$ cat config.mk
export PLATFORM = sky130hd
export DESIGN_NAME = ppcfg_host
export DESIGN_NICKNAME = d
export VERILOG_FILES = /design/src/rtl/ppcfg_pkg.sv /design/src/rtl/ppcfg_timer.sv /design/src/rtl/ppcfg_dclk_gen.sv /design/src/rtl/ppcfg_host.sv
export SDC_FILE = /design/constraint.sdc
export NUM_CORES = 1
export LEC_CHECK = 0
export BUFFER_PORTS_ARGS = -buffer_cell sky130_fd_sc_hd__buf_2
export CAP_MARGIN = 20
export CORE_ASPECT_RATIO = 1.4
export CORE_MARGIN = 2
export CORE_UTILIZATION = 51
export CTS_CLUSTER_SIZE = 30
export DETAILED_ROUTE_END_ITERATION = 10
export PLACE_DENSITY = 0.75
export SYNTH_ARGS = -nofsm -noshare
export SYNTH_HDL_FRONTEND = slang
export SYNTH_SLANG_ARGS = --single-unit
$ cat constraint.sdc
create_clock -name clk -period 2.66 [get_ports clk]
set_input_delay 0.532 -clock clk [delete_from_list [all_inputs] [get_ports clk]]
set_output_delay 0.532 -clock clk [all_outputs]
set_load 0.05 [all_outputs]
$ cat src/rtl/ppcfg_pkg.sv
package ppcfg_pkg;

  typedef enum logic [3:0] {
    ST_IDLE  = 4'd0,
    ST_REQ   = 4'd1,
    ST_WSTAT = 4'd2,
    ST_SETUP = 4'd3,
    ST_LOAD  = 4'd4,
    ST_WDONE = 4'd5,
    ST_EXTRA = 4'd6,
    ST_WINIT = 4'd7,
    ST_UMW   = 4'd8,
    ST_USER  = 4'd9
  } ppcfg_state_e;

  // A phase of N cycles loads the down-counter with N-1 (minimum one cycle).
  function automatic int unsigned span_load(input int unsigned cycles);
    return (cycles == 0) ? 0 : cycles - 1;
  endfunction

  // Rising clock edges spent on one byte.
  function automatic logic [2:0] beats_per_byte(input logic quad);
    return quad ? 3'd4 : 3'd1;
  endfunction

endpackage

$ cat src/rtl/ppcfg_timer.sv
module ppcfg_timer #(
  parameter int unsigned W = 16
) (
  input  logic         clk,
  input  logic         rst_n,
  input  logic         load,
  input  logic [W-1:0] load_val,
  input  logic         dec,
  output logic         zero
);

  logic [W-1:0] cnt_q;

  always_ff @(posedge clk or negedge rst_n) begin
    if (!rst_n) begin
      cnt_q <= '0;
    end else if (load) begin
      cnt_q <= load_val;
    end else if (dec && (cnt_q != '0)) begin
      cnt_q <= cnt_q - 1'b1;
    end
  end

  assign zero = (cnt_q == '0);

endmodule

$ cat src/rtl/ppcfg_dclk_gen.sv
module ppcfg_dclk_gen
  import ppcfg_pkg::*;
(
  input  logic       clk,
  input  logic       rst_n,
  input  logic       data_en,
  input  logic       free_en,
  input  logic       abort,
  input  logic       quad,
  input  logic       in_valid,
  input  logic [7:0] in_data,
  output logic       in_ready,
  output logic       out_clk,
  output logic [7:0] out_data,
  output logic       busy,
  output logic       fall_ev
);

  logic       hi_q;
  logic       loaded_q;
  logic [2:0] left_q;
  logic [7:0] byte_q;
  logic       take;

  // A new byte is taken only with the clock low and all edges of the
  // previous byte finished; it is on the bus one cycle before its first rise.
  assign in_ready = data_en && !loaded_q && !hi_q;
  assign take     = in_ready && in_valid;

  always_ff @(posedge clk or negedge rst_n) begin
    if (!rst_n) begin
      hi_q     <= 1'b0;
      loaded_q <= 1'b0;
      left_q   <= '0;
      byte_q   <= '0;
    end else if (abort) begin
      hi_q     <= 1'b0;
      loaded_q <= 1'b0;
      left_q   <= '0;
    end else if (take) begin
      byte_q   <= in_data;
      loaded_q <= 1'b1;
      left_q   <= beats_per_byte(quad) - 3'd1;
    end else if (loaded_q) begin
      if (!hi_q) begin
        hi_q <= 1'b1;
      end else begin
        hi_q <= 1'b0;
        if (left_q == '0) loaded_q <= 1'b0;
        else              left_q   <= left_q - 3'd1;
      end
    end else if (free_en) begin
      hi_q <= ~hi_q;
    end else begin
      hi_q <= 1'b0;
    end
  end

  assign out_clk  = hi_q;
  assign out_data = byte_q;
  assign busy     = loaded_q || hi_q;
  assign fall_ev  = hi_q;

endmodule

$ cat src/rtl/ppcfg_host.sv
module ppcfg_host
  import ppcfg_pkg::*;
#(
  parameter int unsigned CNT_W       = 16,
  parameter int unsigned REQ_CYC     = 8,
  parameter int unsigned SETUP_CYC   = 8,
  parameter int unsigned TIMEOUT_CYC = 1000,
  parameter int unsigned EXTRA_CLKS  = 8,
  parameter int unsigned UM_CYC      = 16
) (
  input  logic       clk,
  input  logic       rst_n,
  input  logic       start,
  input  logic       quad_mode,
  input  logic       s_valid,
  input  logic [7:0] s_data,
  input  logic       s_last,
  output logic       s_ready,
  output logic       cfg_req_n,
  input  logic       tgt_status_n,
  input  logic       tgt_loaded,
  input  logic       tgt_awake,
  output logic       cfg_clk,
  output logic [7:0] cfg_data,
  output logic       user_mode,
  output logic       err_flag
);

  ppcfg_state_e st_q, st_d;
  logic         mode_q;
  logic         last_q;
  logic         err_q;

  // Named internal events.
  logic ev_start;
  logic ev_take;
  logic ev_err;
  logic ev_timeout;
  logic ev_stat_drop;
  logic ev_load_end;
  logic in_watch;

  logic             t_zero;
  logic             t_load;
  logic             t_dec;
  logic [CNT_W-1:0] t_val;

  logic g_ready;
  logic g_busy;
  logic g_fall;
  logic g_data_en;
  logic g_free_en;

  assign ev_start     = start && ((st_q == ST_IDLE) || (st_q == ST_USER));
  assign in_watch     = st_q inside {ST_LOAD, ST_WDONE, ST_EXTRA, ST_WINIT, ST_UMW};
  assign ev_stat_drop = in_watch && !tgt_status_n;
  assign ev_timeout   = t_zero && (((st_q == ST_WDONE) && !tgt_loaded) ||
                                   ((st_q == ST_WINIT) && !tgt_awake));
  assign ev_err       = ev_stat_drop || ev_timeout;
  assign ev_take      = s_valid && g_ready;
  assign ev_load_end  = (st_q == ST_LOAD) && last_q && !g_busy;

  always_comb begin
    st_d = st_q;
    if (ev_err) begin
      st_d = ST_IDLE;
    end else begin
      case (st_q)
        ST_IDLE, ST_USER: if (start)        st_d = ST_REQ;
        ST_REQ:           if (t_zero)       st_d = ST_WSTAT;
        ST_WSTAT:         if (tgt_status_n) st_d = ST_SETUP;
        ST_SETUP:         if (t_zero)       st_d = ST_LOAD;
        ST_LOAD:          if (ev_load_end)  st_d = ST_WDONE;
        ST_WDONE:         if (tgt_loaded)   st_d = ST_EXTRA;
        ST_EXTRA:         if (t_zero && !cfg_clk) st_d = ST_WINIT;
        ST_WINIT:         if (tgt_awake)    st_d = ST_UMW;
        ST_UMW:           if (t_zero)       st_d = ST_USER;
        default:                            st_d = ST_IDLE;
      endcase
    end
  end

  // One shared down-counter, reloaded on every state change.
  always_comb begin
    case (st_d)
      ST_REQ:             t_val = CNT_W'(span_load(REQ_CYC));
      ST_SETUP:           t_val = CNT_W'(span_load(SETUP_CYC));
      ST_WDONE, ST_WINIT: t_val = CNT_W'(span_load(TIMEOUT_CYC));
      ST_EXTRA:           t_val = CNT_W'(EXTRA_CLKS);
      ST_UMW:             t_val = CNT_W'(span_load(UM_CYC));
      default:            t_val = '0;
    endcase
  end

  assign t_load = (st_d != st_q);
  assign t_dec  = (st_q == ST_EXTRA) ? g_fall : 1'b1;

  ppcfg_timer #(.W(CNT_W)) timer_i (
    .clk      (clk),
    .rst_n    (rst_n),
    .load     (t_load),
    .load_val (t_val),
    .dec      (t_dec),
    .zero     (t_zero)
  );

  assign g_data_en = (st_q == ST_LOAD) && !last_q;
  assign g_free_en = (st_q == ST_EXTRA) && !t_zero;

  ppcfg_dclk_gen gen_i (
    .clk      (clk),
    .rst_n    (rst_n),
    .data_en  (g_data_en),
    .free_en  (g_free_en),
    .abort    (ev_err),
    .quad     (mode_q),
    .in_valid (s_valid),
    .in_data  (s_data),
    .in_ready (g_ready),
    .out_clk  (cfg_clk),
    .out_data (cfg_data),
    .busy     (g_busy),
    .fall_ev  (g_fall)
  );

  always_ff @(posedge clk or negedge rst_n) begin
    if (!rst_n) begin
      st_q   <= ST_IDLE;
      mode_q <= 1'b0;
      last_q <= 1'b0;
      err_q  <= 1'b0;
    end else begin
      st_q <= st_d;
      if (ev_start) begin
        mode_q <= quad_mode;
        last_q <= 1'b0;
        err_q  <= 1'b0;
      end else begin
        if (ev_take && s_last) last_q <= 1'b1;
        if (ev_err)            err_q  <= 1'b1;
      end
    end
  end

  assign s_ready   = g_ready;
  assign cfg_req_n = (st_q != ST_REQ);
  assign user_mode = (st_q == ST_USER);
  assign err_flag  = err_q;

endmodule

=== Word-level counts from Yosys, hierarchy flattened ===
Index checks and enable logic that the tools add are counted.

* Logic and storage cells: 110
* Register bits after elaboration: 36
* Input bits: 17
* Output and inout bits: 13

* Equality and inequality tests: 19
* Bitwise gates (word level): 2
* Reductions and logical operators: 42
* Add/subtract/negate cells: 3
* Muxes and demuxes: 35

{| class="wikitable"
|+ Operators with widths
! cell !! count
|-
| $mux 4 || 10
|-
| $pmux 10 s4 || 1
|-
| $pmux 4 s9 || 1
|-
| $mux 16 || 2
|-
| $eq 4x3->1 const B || 7
|-
| $mux 3 || 6
|-
| $logic_not 16->1 || 1
|-
| $reduce_bool 16->1 || 1
|-
| $sub 16x1->16 const B || 1
|-
| $logic_and 1x1->1 || 15
|-
| $mux 1 || 15
|-
| $eq 4x2->1 const B || 3
|-
| $eq 4x4->1 const B || 3
|-
| $eq 4x1->1 const B || 2
|-
| $logic_not 1->1 || 8
|-
| $reduce_bool 2->1 || 3
|-
| $reduce_bool 3->1 || 2
|-
| $reduce_or 2->1 || 3
|-
| $sub 3x1->3 const B || 2
|-
| $reduce_bool 5->1 || 1
|-
| $logic_not 4->1 || 1
|-
| $logic_or 1x1->1 || 4
|-
| $ne 4x1->1 const B || 1
|-
| $ne 4x4->1 || 1
|-
| other kinds (6) || 7
|}

=== Depth between registers and ports, before layout ===
Gate-level depths: netlist of the first run.

* Word-level depth: 10
* Depth in mapped cells: 10
* Depth with buffers taken out: 9

=== Hierarchy ===
Synthesis of the first run repeated with hierarchy kept, for this count alone.

* Cells, all modules: 259
* Area, all modules: 2384.8 sq um

{| class="wikitable"
|+ Modules (own cells, without submodules)
! module !! area each (sq um) !! cells each !! instances
|-
| ppcfg_timer || 1063.5 || 124 || 1
|-
| ppcfg_host || 698.2 || 86 || 1
|-
| ppcfg_dclk_gen || 623.1 || 49 || 1
|}

=== Least setup slack after synthesis of the first run ===
OpenSTA, ideal clock, no wires.

* Path type: reg-to-reg
* Start: register gen_i.hi_q, in the netlist gen_i.fall_ev
* End: register gen_i.byte_q[0], in the netlist gen_i.out_data[0]
* Slack: -0.865 ns
* Clock period less this slack: 3.525 ns
* Path buffers: 0
* Arrival: 3.400 ns
* Setup time: 0.125 ns
* Stages on the path, launching flop included: 6
* Path through: dfrtp_1 > or3b_1 > nor3_1 > nand2_1 > nor2_2 > mux2_2

* Cells in the longest elaborated chain, start to end: 4

{| class="wikitable"
|+ RTL lines
! item !! line !! text
|-
| start: declaration || ppcfg_dclk_gen.sv:19 || <nowiki>logic hi_q;</nowiki>
|-
| start signal: assignment || ppcfg_dclk_gen.sv:53 || <nowiki>hi_q <= ~hi_q;</nowiki>
|-
| $logic_not 1->1 || ppcfg_dclk_gen.sv:27 || <nowiki>assign in_ready = data_en && !loaded_q && !hi_q;</nowiki>
|-
| $logic_and 1x1->1 || ppcfg_dclk_gen.sv:27 ||
|-
| net s_ready || ppcfg_host.sv:18 || <nowiki>output logic s_ready,</nowiki>
|-
| $logic_and 1x1->1 || ppcfg_dclk_gen.sv:28 || <nowiki>assign take = in_ready && in_valid;</nowiki>
|-
| $reduce_and 2->1 (no line) || -- ||
|-
| end signal: assignment || ppcfg_dclk_gen.sv:41 || <nowiki>byte_q <= in_data;</nowiki>
|-
| end: declaration || ppcfg_dclk_gen.sv:22 || <nowiki>logic [7:0] byte_q;</nowiki>
|}

The timed path passes the listed nets, and every way through them passes these cells.
A chain may end at the register's enable or synchronous reset.

=== Final worst setup path of the first run ===
* Start: register timer_i.cnt_q[7]
* End: register timer_i.cnt_q[3]

* Cells in the longest elaborated chain, start to end: 9
* Elaborated cells on any way between the ends: 24
* Those cells by class: eq/ne (7); mux (8); reduce/logical (9)

{| class="wikitable"
|+ RTL lines
! item !! line !! text
|-
| start: declaration || ppcfg_timer.sv:12 || <nowiki>logic [W-1:0] cnt_q;</nowiki>
|-
| start signal: assignment || ppcfg_timer.sv:18 || <nowiki>cnt_q <= load_val;</nowiki>
|-
| start signal: assignment || ppcfg_timer.sv:20 || <nowiki>cnt_q <= cnt_q - 1'b1;</nowiki>
|-
| $logic_not 16->1 * || ppcfg_timer.sv:24 || <nowiki>assign zero = (cnt_q == '0);</nowiki>
|-
| $logic_and 1x1->1 || ppcfg_host.sv:75 || <nowiki>ST_EXTRA: if (t_zero && !cfg_clk) st_d = ST_WINIT;</nowiki>
|-
| $mux 4 || ppcfg_host.sv:75 ||
|-
| $pmux 4 s9 || ppcfg_host.sv:68 || <nowiki>case (st_q)</nowiki>
|-
| $mux 4 * || ppcfg_host.sv:65 || <nowiki>if (ev_err) begin</nowiki>
|-
| net st_d[0] || ppcfg_host.sv:29 || <nowiki>ppcfg_state_e st_q, st_d;</nowiki>
|-
| $eq 4x3->1 (tied with other cells) || ppcfg_host.sv:85 || <nowiki>case (st_d)</nowiki>
|-
| $reduce_or 2->1, on equally long branches || -- ||
|-
| $pmux 10 s4 || ppcfg_host.sv:85 ||
|-
| $mux 16 || ppcfg_timer.sv:17 || <nowiki>end else if (load) begin</nowiki>
|}

Mark *: on every way through the listed nets, which the timed path passes. The rest lies on a longest branch.

==> flow_metrics.env, run 1 <==
export IMPL_status="finished, final reports clean"
export IMPL_critPathMaxStageDelay_ns=0.56
export IMPL_slowest_stage="or4_4"
export IMPL_grtUsageTotal_pct=21.2
export IMPL_fin_nets=270
export IMPL_grt_max_degree=37
export IMPL_path_clk_slew_ns=0.08
export IMPL_die_w_um=58.3
export IMPL_synthArstFlopShare_pct=100
export IMPL_end_kind="flop"
export IMPL_wl_per_cell_um=14.7
export IMPL_worst_slack_ns=0.0831
export IMPL_setup_worst_path_start="timer_i.cnt_q[7]"
export IMPL_netlist_top_cells_area="dfrtp_1 (43%), mux2_2 (4.8%), xnor2_1 (3.7%), nand2_1 (3.6%), nor2_1 (3.4%)"
export IMPL_final_util_pct=62.8
export IMPL_ys_ff_latch=36
export IMPL_antenna_found_initial=0
export IMPL_cts_buffers=5
export IMPL_ios=30
export IMPL_avgViaCountPerCell=5.65
export IMPL_fin_crit_ns=2.58
export IMPL_worstMarginPinSlew_ns=0.803
export IMPL_ff_latch_area_um2=901
export IMPL_syn2layout_area_growth_pct=18.0
export IMPL_yosysSeqAreaShare_pct=42.8
export IMPL_met1_length_mm=1.72
export IMPL_path_max_fanout=8
export IMPL_worstPathArrival_ns=2.78
export IMPL_fp_coreArea_um2=3950
export IMPL_clockBufferDepth=2
export IMPL_worstHoldPathType="in -> async"
export IMPL_drc=0
export IMPL_finalSetupTns_ns=0
export IMPL_clock_skew_ns=0.00746
export IMPL_path_class="reg -> reg"
export IMPL_rows=27
export IMPL_route_met3_wl_um=112
export IMPL_clk_latency_ns=0.30
export IMPL_min_period_over_period_pct=96.9
export IMPL_rrSetupSlack_ns=0.08
export IMPL_multiInputGateArea_um2=1170
export IMPL_worstPathRequired_ns=2.86
export IMPL_htree_levels=2
export IMPL_cts_root_buf="clkbuf_8"
export IMPL_drive_above_1_share_pct=32.1
export IMPL_synth_most_common_cell="dfrtp_1"
export IMPL_placed_cell_area_um2=2370
export IMPL_synth_top_area_cell="dfrtp_1"
export IMPL_crit_chain="or4_4, nand4b_4, mux2i_2, a211oi_4, xnor2_4, and3_2, o41ai_2"
export IMPL_synth_area_um2=2100
export IMPL_highest_layer="met4"
export IMPL_maxCapViolCount=0
export IMPL_synth_flop_cell="dfrtp_1"
export IMPL_syn_inst=206
export IMPL_ys_warn_count=0
export IMPL_cts_num_sinks=36
export IMPL_ant_nets=0
export IMPL_fmax_mhz=388
export IMPL_vias=1668
export IMPL_dr_wl_met2_mm=2.39
export IMPL_overflow=0
export IMPL_pre_cts_slack_ns=0.0452
export IMPL_start_util_pct=53.2
export IMPL_drt_iter0_markers=63
export IMPL_finalHoldViolations=0
export IMPL_fin_area_um2=2480
export IMPL_yosysUniqueCellTypes=56
export IMPL_die_y_um=80.0
export IMPL_first_pass_iters=4
export IMPL_grt_pass1_vias=1700
export IMPL_numPortBuffers=29
export IMPL_vdd_ir_drop_max_mv=0.885
export IMPL_synth_edff_count=0
export IMPL_cp_start_kind="flop"
export IMPL_dpl_hpwl_mm=3.22
export IMPL_dieArea_um2=4660
export IMPL_setup_viol=0
export IMPL_grt_pass1_wl_mm=7.40
export IMPL_wirelength_mm=4.33
export IMPL_syn_nets=225
export IMPL_n_fill_cell=317
export IMPL_routabilityCongestion=0.828
export IMPL_p_per_area_nw_per_um2=1210
export IMPL_relSlewSlack_pct=46.5
export IMPL_path_delay_family="simple AND/OR/NAND/NOR gates"
export IMPL_avgSynthCellArea_um2=10.2
export IMPL_num_antenna_cells=0
export IMPL_synthTopCellsByCount="dfrtp_1 (36), nand2_1 (20), nor2_1 (19)"
export IMPL_cts_hold_buf=0
export IMPL_p_leak_nw=1.14
export IMPL_critical_path_buf_inv_count=0
export IMPL_drv_slew=0
export IMPL_cts_tree="done"
export IMPL_synth_top_area_share_pct=42.8
export IMPL_reg2reg_from="timer_i.cnt_q[7]"
-- flip-flops by register name, indices dropped and copies added, names as in the netlist --
register        count
gen_i.fall_ev       1
err_flag            1
gen_i.out_data      8
last_q              1
mode_q              1
timer_i.cnt_q      16
gen_i.loaded_q      1
gen_i.left_q        3
st_q                4
-- cell usage in the layout (no fill, tap or decap), types with 3 or more instances in the layout --
master     n
a21oi_1   14
and2_1     3
and3_1     4
buf_2     29
buf_4     15
clkbuf_8   5
dfrtp_1   36
inv_1      4
mux2_2     9
nand2_1   20
nand3_1    7
nor2_1    19
nor2b_1    4
nor3_1     6
nor4_1     3
o21ai_0    5
xnor2_1    9
xor2_1     8
-- layout make-up --
type	instances	area share [%]
clock inverter	3	0.756
clock buffer	5	2.77
sequential	36	36.3
tap	43	2.17
inverter	4	0.605
timing repair buffer	44	10.4
multi-input combinational	160	47.1
-- worst paths after layout --
path,end,cells after the start
worst max-delay path,timer_i.cnt_q[3],7
worst min-delay path,timer_i.cnt_q[1],1
worst max register to register,timer_i.cnt_q[3],7
worst min register to register,gen_i.out_data[6],1
max in group asynchronous,err_flag,1
min in group clk,mode_q,3
-- report_power, final --
group	internal [W]	total [W]	switching (W)
logic	0.000689	0.00169	0.00100
clock network	0.000183	0.000398	0.000216
registers	0.000750	0.000911	0.000161
-- layer usage --
layer	vias to the layer above	global-route usage (%)
met3	7	5.35
met2	25	36.4
met5	-	0
met1	807	24.2
met4	0	9.77
li1	829	-
-- timing repair --
item                       CTS  global route
buffers inserted             0             3
gates resized for setup      0             2
hold endpoints to repair     0             0
setup endpoints to repair    0             8
-- through the flow --
| step | cells | power (W) | hold slack, ns |
|---|---|---|---|
| 2_1_floorplan | 206 | 0.00222 | 0.236 |
| 3_3_place_gp | 284 | 0.00255 | 0.483 |
| 3_5_place_dp | 284 | 0.00258 | 0.491 |
| 4_1_cts | 292 | 0.00299 | 0.347 |
| 5_1_grt | 295 | 0.00322 | 0.381 |
| 6_report | 295 | 0.00300 | 0.314 |
-- kinds of logic (layout without fill, tap and decap cells) --
group,count (synthesis),in the layout,synth area share [%]
adder cells (fa/ha/maj),2,2,1.19
AO/OA/AOI/OAI,33,33,11.3
XOR/XNOR,18,18,8.38
AND/OR/NAND/NOR,94,94,26.0
flip-flops,36,36,42.8
multiplexers,13,13,7.73
buffers and inverters,10,56,2.56
(Power assumes the default switching activity.)
==> run 2: changes to the inputs <==
--- a/config.mk
+++ b/config.mk
@@ -9,10 +9,10 @@
 export CAP_MARGIN = 20
 export CORE_ASPECT_RATIO = 1.4
 export CORE_MARGIN = 2
-export CORE_UTILIZATION = 51
+export CORE_UTILIZATION = 45
 export CTS_CLUSTER_SIZE = 30
 export DETAILED_ROUTE_END_ITERATION = 10
-export PLACE_DENSITY = 0.75
+export PLACE_DENSITY = 0.68
 export SYNTH_ARGS = -nofsm -noshare
 export SYNTH_HDL_FRONTEND = slang
 export SYNTH_SLANG_ARGS = --single-unit
==> run 2 against run 1 <==
Critical path depth stayed put. Sequential power is 2% lower. Total power hardly changed. Non-clock buffer count is 1 higher. Hold slack better by 0.017 ns. Combinational power hardly changed. First-iteration DRC count is 11% lower. Utilization is 6.7 points lower. Via count is 0.30% higher. Clock power hardly changed. Die area is 13% higher. Sequential share of layout area is 0.58 points lower. Largest cell class unchanged.
==> flow_metrics.env, run 2 (synthesized netlist as in run 1, its figures left out) <==
export IMPL_slowest_stage="or4_4"
export IMPL_worstMarginPinSlew_ns=0.794
export IMPL_rows=29
export IMPL_antenna_found_initial=0
export IMPL_rsz0062_at_grt="true"
export IMPL_power_total_w=0.00300
export IMPL_critPathMaxStageDelay_ns=0.56
export IMPL_drive_above_1_share_pct=32.0
export IMPL_dpl_hpwl_mm=3.25
export IMPL_fp_coreArea_um2=4500
export IMPL_path_max_fanout=8
export IMPL_mostFrequentLayoutCell="dfrtp_1"
export IMPL_vdd_ir_drop_max_mv=0.665
export IMPL_htree_levels=2
export IMPL_drt_iter0_markers=56
export IMPL_vias=1673
export IMPL_finalSetupTns_ns=0
export IMPL_drv_slew=0
export IMPL_cts_root_buf="clkbuf_8"
export IMPL_cp_start_kind="flop"
export IMPL_relSlewSlack_pct=47.0
export IMPL_setup_viol=0
export IMPL_crit_chain="or4_4, nand4b_4, mux2i_2, a211oi_4, xnor2_4, and3_4, o41ai_2"
export IMPL_final_util_pct=56.1
export IMPL_p_leak_nw=1.15
export IMPL_end_kind="flop"
export IMPL_grt_pass1_vias=1709
export IMPL_fin_nets=271
export IMPL_top_register="timer_i.cnt_q"
export IMPL_num_antenna_cells=0
export IMPL_min_period_over_period_pct=94.7
export IMPL_path_clk_slew_ns=0.07
export IMPL_grt_pass1_wl_mm=7.56
export IMPL_status="finished, final reports clean"
export IMPL_worstPathRequired_ns=2.84
export IMPL_dieArea_um2=5250
export IMPL_die_w_um=61.8
export IMPL_grtUsageTotal_pct=18.8
export IMPL_start_util_pct=46.8
export IMPL_clockBufferDepth=2
export IMPL_p_per_area_nw_per_um2=1190
export IMPL_numPortBuffers=29
export IMPL_overflow=0
export IMPL_clk_latency_ns=0.28
export IMPL_path_class="reg -> reg"
export IMPL_cts_buffers=5
export IMPL_first_pass_iters=4
export IMPL_clock_skew_ns=0.00659
export IMPL_ios=30
export IMPL_syn2layout_area_growth_pct=19.9
export IMPL_postCtsSetupBuffers=0
export IMPL_finalHoldViolations=0
export IMPL_whs_ns=0.332
export IMPL_pre_cts_slack_ns=0.0203
export IMPL_die_y_um=84.9
export IMPL_drc=0
export IMPL_reg2reg_from="timer_i.cnt_q[7]"
export IMPL_avgViaCountPerCell=5.31
export IMPL_cts_num_sinks=36
export IMPL_final_cell_mix="dfrtp_1 (36), buf_2 (29), nand2_1 (20)"
export IMPL_worst_slack_ns=0.142
export IMPL_worstPathArrival_ns=2.70
export IMPL_rr_worst_depth=7
export IMPL_setup_worst_path_start="timer_i.cnt_q[7]"
export IMPL_largest_reg_flops=16
export IMPL_wl_per_cell_um=13.3
export IMPL_cts_tree="done"
export IMPL_wirelength_mm=4.19
export IMPL_routabilityCongestion=0.808
export IMPL_worstHoldPathType="in -> async"
export IMPL_fin_crit_ns=2.52
export IMPL_ant_nets=0
export IMPL_maxCapViolCount=0
export IMPL_grt_max_degree=37
export IMPL_fmax_mhz=397
[run 2: path summary, 6_finish.rpt]
kind                                           to  slack [ns]
worst max register to register   timer_i.cnt_q[3]        0.14
worst max-delay path             timer_i.cnt_q[3]        0.14
min in group clk                           mode_q        0.44
worst min register to register           err_flag        0.50
worst min-delay path             timer_i.cnt_q[5]        0.33
max in group asynchronous       timer_i.cnt_q[12]        1.82
[run 2: repair_timing]
item	4_1_cts	5_1_grt
hold buffers	0	0
endpoints found under the setup margin	0	9
resized for setup	0	3
[run 2: worst max-delay path, delay by kind of cell (launching register included)]
family           cells  cell delay, ns
AND/OR/NAND/NOR      3            1.06
AO/OA/AOI/OAI        2            0.58
flip-flops           1            0.41
multiplexers         1            0.24
XOR/XNOR             1            0.13
[run 2: metrics by stage]
| step | cell area (um2) | std cells |
|---|---|---|
| 2_1_floorplan | 2120 | 206 |
| 3_3_place_gp | 2420 | 307 |
| 3_5_place_dp | 2420 | 307 |
| 4_1_cts | 2510 | 315 |
| 6_report | 2520 | 315 |
| 5_1_grt | 2520 | 315 |
[run 2: final cells by class]
cell class | count | area [um2]
multi-input cells | 160 | 1170
clock buffers | 7 | 86.3
clock inverters | 1 | 7.51
inverters | 4 | 15.0
fillers | 445 | 1980
well taps | 62 | 77.6
flip-flops and latches | 36 | 901
repair buffers | 45 | 265
[run 2: power breakdown]
group | leakage (nW) | internal, W | switching [W]
logic | 0.640 | 0.000703 | 0.00100
registers | 0.466 | 0.000751 | 0.000146
clock network | 0.0445 | 0.000210 | 0.000185
[run 2: metal layers]
| layer | GRT usage [%] | vias up | wire (um) |
|---|---|---|---|
| li1 | - | 827 | - |
| met1 | 22.5 | 815 | 1720 |
| met2 | 32.7 | 24 | 2260 |
| met3 | 3.20 | 7 | 109 |
| met4 | 6.58 | 0 | 95 |
| met5 | 0 | - | 0 |
